--- src/rtl/aligner_pkg.sv ---
package aligner_pkg;

  // Strobes handed from the lock controller to the datapath.
  typedef struct packed {
    logic slipStep;  // advance the word boundary by one bit
    logic emitOk;    // current frame matched while locked
  } aligner_ctrl_t;

  typedef enum logic [1:0] {
    ST_SETTLE = 2'd0,
    ST_HUNT   = 2'd1,
    ST_LOCKED = 2'd2
  } align_state_t;

endpackage

--- src/rtl/aligner_datapath.sv ---
module aligner_datapath
  import aligner_pkg::*;
#(
  parameter int LANES = 4,
  parameter int WORD = 8,
  parameter logic [WORD-1:0] FRAME_PATTERN = 8'hF0
) (
  input  logic                  clk,
  input  logic                  rst,
  input  logic [LANES*WORD-1:0] laneChunk,
  input  logic [WORD-1:0]       frameChunk,
  input  logic [LANES-1:0]      invMask,
  input  logic                  msbFirst,
  input  aligner_ctrl_t         ctrlIn,
  output logic                  frameMatch,
  output logic [LANES*WORD-1:0] sampleOut,
  output logic                  sampleValid
);

  localparam int SLIPW = $clog2(WORD);

  logic [SLIPW-1:0]      slipPos;
  logic [LANES*WORD-1:0] prevLane;
  logic [WORD-1:0]       prevFrame;
  logic [WORD-1:0]       frameWord;
  logic [LANES*WORD-1:0] assembled;

  // Word with the earliest-arrived bit in the MSB position.
  function automatic logic [WORD-1:0] pickWord(input logic [WORD-1:0] cur,
                                               input logic [WORD-1:0] prv,
                                               input logic [SLIPW-1:0] s);
    logic [2*WORD-1:0] win;
    logic [WORD-1:0] w;
    win = {cur, prv} >> s;
    for (int k = 0; k < WORD; k++) w[WORD-1-k] = win[k];
    return w;
  endfunction

  function automatic logic [WORD-1:0] flipOrder(input logic [WORD-1:0] v);
    logic [WORD-1:0] r;
    for (int k = 0; k < WORD; k++) r[k] = v[WORD-1-k];
    return r;
  endfunction

  assign frameWord  = pickWord(frameChunk, prevFrame, slipPos);
  assign frameMatch = (frameWord == FRAME_PATTERN);

  for (genvar g = 0; g < LANES; g++) begin : gLane
    logic [WORD-1:0] arrival;
    logic [WORD-1:0] ordered;
    assign arrival = pickWord(laneChunk[g*WORD +: WORD], prevLane[g*WORD +: WORD], slipPos);
    assign ordered = msbFirst ? arrival : flipOrder(arrival);
    assign assembled[g*WORD +: WORD] = ordered ^ {WORD{invMask[g]}};
  end

  always_ff @(posedge clk) begin
    if (rst) begin
      slipPos     <= '0;
      prevLane    <= '0;
      prevFrame   <= '0;
      sampleOut   <= '0;
      sampleValid <= 1'b0;
    end else begin
      prevLane    <= laneChunk;
      prevFrame   <= frameChunk;
      sampleOut   <= assembled;
      sampleValid <= ctrlIn.emitOk;
      if (ctrlIn.slipStep)
        slipPos <= (slipPos == SLIPW'(WORD-1)) ? '0 : slipPos + 1'b1;
    end
  end

  // the boundary only ever moves by a single bit, with wrap.
  assert_slip_single_R2: assert property (@(posedge clk) disable iff (rst)
    (slipPos != $past(slipPos)) |->
      (slipPos == (($past(slipPos) == SLIPW'(WORD-1)) ? '0 : $past(slipPos) + 1'b1)));

  // two quiet clocks follow every boundary step.
  assert_settle_gap_R3: assert property (@(posedge clk) disable iff (rst)
    $past(ctrlIn.slipStep) |-> !ctrlIn.slipStep);
  assert_settle_gap2_R3: assert property (@(posedge clk) disable iff (rst)
    $past(ctrlIn.slipStep, 2) |-> !ctrlIn.slipStep);

endmodule

--- src/rtl/aligner_lock_ctrl.sv ---
module aligner_lock_ctrl
  import aligner_pkg::*;
#(
  parameter int LOCK_COUNT = 16,
  parameter int SETTLE_CYC = 2
) (
  input  logic          clk,
  input  logic          rst,
  input  logic          frameMatch,
  output aligner_ctrl_t ctrlOut,
  output logic          locked
);

  localparam int CNTW  = $clog2(LOCK_COUNT);
  localparam int WAITW = $clog2(SETTLE_CYC + 1);

  align_state_t     state;
  logic [CNTW-1:0]  matchCnt;
  logic [WAITW-1:0] waitCnt;

  assign locked = (state == ST_LOCKED);

  always_comb begin
    ctrlOut = '0;
    case (state)
      ST_HUNT:   ctrlOut.slipStep = !frameMatch;
      ST_LOCKED: begin
        ctrlOut.emitOk   = frameMatch;
        ctrlOut.slipStep = !frameMatch;
      end
      default:   ctrlOut = '0;
    endcase
  end

  always_ff @(posedge clk) begin
    if (rst) begin
      state    <= ST_SETTLE;
      waitCnt  <= WAITW'(SETTLE_CYC);
      matchCnt <= '0;
    end else begin
      case (state)
        ST_SETTLE: begin
          if (waitCnt <= WAITW'(1)) state <= ST_HUNT;
          waitCnt <= waitCnt - 1'b1;
        end
        ST_HUNT: begin
          if (frameMatch) begin
            if (matchCnt == CNTW'(LOCK_COUNT-1)) begin
              state    <= ST_LOCKED;
              matchCnt <= '0;
            end else begin
              matchCnt <= matchCnt + 1'b1;
            end
          end else begin
            matchCnt <= '0;
            state    <= ST_SETTLE;
            waitCnt  <= WAITW'(SETTLE_CYC);
          end
        end
        ST_LOCKED: begin
          if (!frameMatch) begin
            state   <= ST_SETTLE;
            waitCnt <= WAITW'(SETTLE_CYC);
          end
        end
        default: state <= ST_SETTLE;
      endcase
    end
  end

  // lock is only entered from the hunt, on a matching frame.
  assert_lock_entry_R4: assert property (@(posedge clk) disable iff (rst)
    $rose(locked) |-> ($past(frameMatch) && $past(state) == ST_HUNT));

  // a bad frame while locked drops the lock at once.
  assert_unlock_on_miss_R5: assert property (@(posedge clk) disable iff (rst)
    (locked && !frameMatch) |=> !locked);

endmodule

--- src/rtl/lane_word_aligner.sv ---
module lane_word_aligner
  import aligner_pkg::*;
#(
  parameter int LANES = 4,
  parameter int WORD = 8,
  parameter logic [WORD-1:0] FRAME_PATTERN = 8'hF0,
  parameter int LOCK_COUNT = 16,
  parameter int SETTLE_CYC = 2
) (
  input  logic                  clk,
  input  logic                  rst,
  input  logic [LANES*WORD-1:0] laneChunk,
  input  logic [WORD-1:0]       frameChunk,
  input  logic [LANES-1:0]      invMask,
  input  logic                  msbFirst,
  output logic [LANES*WORD-1:0] sampleOut,
  output logic                  sampleValid,
  output logic                  locked
);

  aligner_ctrl_t ctrl;
  logic          frameMatch;

  aligner_datapath #(
    .LANES(LANES), .WORD(WORD), .FRAME_PATTERN(FRAME_PATTERN)
  ) u_dp (
    .clk(clk), .rst(rst), .laneChunk(laneChunk), .frameChunk(frameChunk),
    .invMask(invMask), .msbFirst(msbFirst), .ctrlIn(ctrl),
    .frameMatch(frameMatch), .sampleOut(sampleOut), .sampleValid(sampleValid)
  );

  aligner_lock_ctrl #(
    .LOCK_COUNT(LOCK_COUNT), .SETTLE_CYC(SETTLE_CYC)
  ) u_ctl (
    .clk(clk), .rst(rst), .frameMatch(frameMatch), .ctrlOut(ctrl), .locked(locked)
  );

  // no valid word leaves the block unless alignment holds.
  assert_valid_needs_lock_R9: assert property (@(posedge clk) disable iff (rst)
    sampleValid |-> locked);

endmodule

--- config.mk ---
export PLATFORM = sky130hd
export DESIGN_NAME = lane_word_aligner
export DESIGN_NICKNAME = d
export VERILOG_FILES = /design/src/rtl/aligner_pkg.sv /design/src/rtl/aligner_datapath.sv /design/src/rtl/aligner_lock_ctrl.sv /design/src/rtl/lane_word_aligner.sv
export SDC_FILE = /design/constraint.sdc
export NUM_CORES = 1
export LEC_CHECK = 0
export BUFFER_PORTS_ARGS = -buffer_cell sky130_fd_sc_hd__buf_2
export CAP_MARGIN = 20
export CORE_ASPECT_RATIO = 0.8
export CORE_UTILIZATION = 54
export CTS_CLUSTER_DIAMETER = 200
export DETAILED_ROUTE_END_ITERATION = 12
export GPL_TIMING_DRIVEN = 0
export HOLD_SLACK_MARGIN = 0.06
export PLACE_DENSITY = 0.77
export SLEW_MARGIN = 20
export SYNTH_ARGS = -nofsm -noshare
export SYNTH_HDL_FRONTEND = slang
export SYNTH_SLANG_ARGS = --single-unit
--- constraint.sdc ---
create_clock -name clk -period 2.9 [get_ports clk]
set_input_delay 0.58 -clock clk [delete_from_list [all_inputs] [get_ports clk]]
set_output_delay 0.58 -clock clk [all_outputs]
set_load 0.02 [all_outputs]
* Word-level counts from Yosys, hierarchy flattened
Index checks and enable logic that the tools add are counted.
Operators by class: bitwise logic cells 5, add/sub/neg operators 3, magnitude comparators 1, shifts and indexed selects 5, reduce and logical (&&, ||, !) cells 7, muxes and demuxes 15, equality and inequality tests 9
Operator list (count):
- $shr A16 B3 Y8 | 5
- $mux W8 | 4
- $xor A8 B8 Y8 | 4
- $mux W2 | 5
- $eq A8 B8 Y1 const B | 1
- $mux W4 | 2
- $pmux W2 S3 | 1
- $add A4 B1 Y4 const B | 1
- $eq A4 B4 Y1 const B | 1
- $ne A2 B2 Y1 const B | 2
- $pmux W2 S2 | 1
- $reduce_or A2 Y1 | 2
- $add A3 B1 Y3 const B | 1
- $eq A3 B3 Y1 const B | 1
- $mux W3 | 1
- $ne A3 B3 Y1 const B | 1
- $reduce_and A3 Y1 | 1
- $eq A2 B1 Y1 const B | 1
- $eq A2 B2 Y1 const B | 1
- $le A2 B1 Y1 const B | 1
- $logic_not A2 Y1 | 1
- $ne A2 B1 Y1 const B | 1
- $reduce_and A2 Y1 | 1
- $reduce_bool A2 Y1 | 1
- other kinds (4) | 4
Storage, ports and cells: logic and storage cells 53, bits in registers 84, input bits 47, output and inout bits 34

* Logic depth before layout (Yosys ltp)
word-level depth 4, gate-level depth with buffers 9, depth with buffers taken out 6

* Modules after synthesis
From an unflattened synthesis, not the netlist that was laid out.
Unflattened totals: cells, all modules 541, area, all modules 4949.7 um2
Modules (own cells, without submodules):
- aligner_datapath | area an instance 4496.8 um2, cells an instance 489, sequential area each 1521.5 um2, instances 1
- aligner_lock_ctrl | area an instance 452.9 um2, cells an instance 52, sequential area each 160.2 um2, instances 1

* Worst setup path before layout
OpenSTA, ideal clock, no wires.
path kind register -> register, start point register u_dp.slipPos[0], end point register u_dp.sampleOut[6], path buffers 3, setup slack 1001 ps, clock period less this slack 1899 ps, arrival 1771 ps, data required time 2772 ps, cell stages (with the launch flop) 9, library setup time 128 ps, cells stage by stage dfxtp_1 buf_6 buf_2 buf_2 mux4_2 mux2_2 mux2i_1 xor2_1 nor2_1
On the way: longest elaborated chain between the ends 3
RTL lines:
- start: declaration | line aligner_datapath.sv:22 | logic [SLIPW-1:0] slipPos;
- start signal: assignment | line aligner_datapath.sv:69 | slipPos <= (slipPos == SLIPW'(WORD-1)) ? '0 : slipPos + 1'b1;
- $shr A16 B3 Y8 | line aligner_datapath.sv:34 | win = {cur, prv} >> s;
- $mux W8 | line aligner_datapath.sv:52 | assign ordered = msbFirst ? arrival : flipOrder(arrival);
- $xor A8 B8 Y8 | line aligner_datapath.sv:53 | assign assembled[g*WORD +: WORD] = ordered ^ {WORD{invMask[g]}};
- end signal: assignment | line aligner_datapath.sv:66 | sampleOut <= assembled;
- end: declaration | line aligner_datapath.sv:16 | output logic [LANES*WORD-1:0] sampleOut,
No other way between the ends. A chain may end at the register's enable or synchronous reset.

* Worst setup path after layout
start point register u_dp.slipPos[2], end point register u_dp.sampleOut[30]
Same word-level chain as after synthesis.

==> qor.csv <==
metric,value,unit
run status,"finished, final reports clean",
hold depth,2,
Mapped Nets,480,
Mapped Cells,426,
slew margin rel.,49.7,%
clock share of power,26.6,%
main flop type after synthesis,dfxtp_1,
number of max-cap violations,0,
Synth Area in XOR/XNOR,5.79,%
sequential fraction of design power,31.6,%
clk sinks,84,
Synth area leaders,"dfxtp_1 (34%), mux4_2 (12%), mux4_1 (11%)",
post-synthesis mux area share,37.5,%
gpl congestion,0.854,
Detail Route Antenna Nets,0,
PD cells,746,nW/um2
Cell variety after synth,35,
Post-synth ARST share,0,%
Least-Margin Pin Slew,755,ps
Hold Path Sink,u_dp.prevLane[7],
placed cells,613,
register area share after synthesis,33.7,%
Die X-Extent,109,um
VDD IR-drop max,0.641,mV
Clock Tree Buf Depth,2,
synthesized flop and latch total,84,
global route overflow,0,
vias in the first global route,3476,
"wirelength, routed",10500,um
HP Start,laneChunk[7],
"EDFF count, synth",0,
Via-to-Cell Ratio,5.72,
Compound-Gate Fraction of Synth Area,3.06,%
"area leader, netlist",dfxtp_1,
via count,3595,
initial DRC count,152,
highest clock rate,0.437,GHz
Leak,2.48,nW
yosys warns,0,
worst-skew pair later-pin latency,340,ps
Post-CTS Setup Repair Bufs,0,
WP data required,3110,ps
worst reg2reg path endpoint,u_dp.sampleOut[30],
Worst Path Arrival,2500,ps
final hold vios,0,
most common cell in the netlist,dfxtp_1,
Switch Pwr,1.42,mW
Core ar.,8710,um2
layout cells sized above 1,33.8,%
all-layer global routing usage,24.0,%
largest family of logic cells by synthesized area,multiplexers,
combinational share of power,41.8,%
Die H,88.0,um
Pre-Repair DR Iteration Count,4,
Wirelength per Cell,16.7,um
RSZ-0062 raised after global routing,false,
Area Growth Syn to Fin,16.4,%
CTS H-tree depth,3,
Post-Route Setup TNS,0,ps
root buf cell,clkbuf_16,
post_cts resized,0,
final std cells w/o fill,629,
Synth top cells by count,"dfxtp_1 (84), nor2b_1 (44), nor2_1 (40), mux2i_1 (34)",
FP Rows,30,
Max Transition Viols Final,0,
R2R cell count,6,
number of inserted diodes,0,
Yosys top cell area share,33.7,%
class of the worst hold path,input pin to flip-flop,
num ports,81,
nets@finish,566,
Tmin final,2290,ps
Switching Share,32.8,%
Startpoint Class,flip-flop,
Avg Inst Size Synth,11.7,um2
pin count of the biggest net entering global routing,15,
final worst path period share,78.8,%
die area,9630,um2
DP HPWL,7920,um
hold buffers post-CTS,0,
Reg2Reg Setup Slack,610,ps
"CTS clk-pin slew, worst paths",60,ps
largest driver fanout on the critical path,10,
Post-Synth Simple-Gate Area,13.1,%
first-pass GRT wire length,17300,um
Pint,2.91,mW
CP endpoint kind,flip-flop,
initial antenna violation count,0,
"Cell Area, Synth",4990,um2
WS Path Type,flip-flop to flip-flop,
CTS tree,built,
DRC viols,0,
Setup-failing EPs final,0,
port bufs,75,
r2r startpoint,u_dp.slipPos[2],
Adder-Cell Fraction of Synth Area,1.76,%
CTS buffer count,9,
Setup Skew,8.24,ps
Initial Utilization,57.3,%
[worst max-delay path: stages, from the launching register on]
cell and delay [ps]:
dfxtp_1 330, clkbuf_1 410, clkbuf_1 550, mux2_2 440, mux2i_1 200, xor2_1 180, nor2_1 60
[kinds of logic after synthesis]
logic type,Yosys count
flip-flops,84
AO/OA/AOI/OAI,24
multiplexers,115
adder cells (fa/ha/maj),7
buffers and inverters,44
XOR/XNOR,33
AND/OR/NAND/NOR,119
[cell type report]
class,count,area [um2]
Tap cell,112,140
Clock inverter,6,63.8
Fill cell,706,2900
Clock buffer,10,239
Buffer,36,221
Multi-Input combinational cell,298,3060
Timing Repair Buffer,75,375
Inverter,8,30.0
Sequential cell,84,1680
[power groups by stage]
stage | clock (mW) | combinational (mW) | sequential [mW]
floorplan | 0 | 1.30 | 1.51
global placement | 0 | 1.76 | 1.39
detailed placement | 0 | 1.80 | 1.39
CTS | 1.18 | 1.81 | 1.37
global route | 1.22 | 1.97 | 1.39
finish | 1.15 | 1.81 | 1.37
[per-layer routing]
layer / vias up / track usage, % / wire, um
li1: 1734 / - / -
met1: 1717 / 31.4 / 4690
met2: 128 / 39.3 / 5060
met3: 16 / 5.95 / 612
met4: 0 / 7.39 / 153
met5: - / 0 / 0
[registers in the layout, indices dropped and copies added (netlist names)]
register          flops
u_dp.prevLane        32
u_dp.sampleOut       32
u_dp.prevFrame        8
u_ctl.matchCnt        4
u_dp.slipPos          3
u_ctl.state           2
u_ctl.waitCnt         2
u_dp.sampleValid      1
[through the flow]
step / power, mW / setup slack, ps / utilization [%] / hold WS [ps] / instance area, um2
detailed placement: 3.19 / 616 / 63.2 / 482 / 5500
CTS: 4.36 / 631 / 66.7 / 442 / 5810
finish: 4.33 / 613 / 66.7 / 446 / 5810
global placement: 3.15 / 645 / 63.2 / 470 / 5500
global route: 4.57 / 447 / 66.7 / 465 / 5810
floorplan: 2.81 / 1000 / - / 455 / 4990
[worst max path at each step]
stage,start,slack (ps),depth (start not counted),end
after floorplan,u_dp.slipPos[0],1000,8,u_dp.sampleOut[6]
after global placement,rst,650,5,u_dp.sampleOut[26]
after detailed placement,rst,620,5,u_dp.sampleOut[30]
after CTS,u_dp.slipPos[2],630,6,u_dp.sampleOut[30]
after global routing,u_dp.slipPos[2],450,6,u_dp.sampleOut[25]
final,u_dp.slipPos[2],610,6,u_dp.sampleOut[30]
[placed cells by master, fill, tap and decap left out, drive strengths merged]
master,n
a32oi,3
nand4,3
xor2,33
nor2,40
nand3b,3
a31oi,1
buf,99
and4,1
nand3,4
o211ai,4
or2,2
and3,3
a21o,1
clkinvlp,2
nor2b,44
dfxtp,84
inv,8
nor3,2
clkinv,3
nor3b,5
a311oi,1
mux4,48
o21ai,6
clkbuf,22
mux2,33
nand2,6
a21oi,7
and3b,6
ha,7
a31o,1
mux2i,34
bufinv,1
Note: power is estimated with default switching activity, not from simulation.
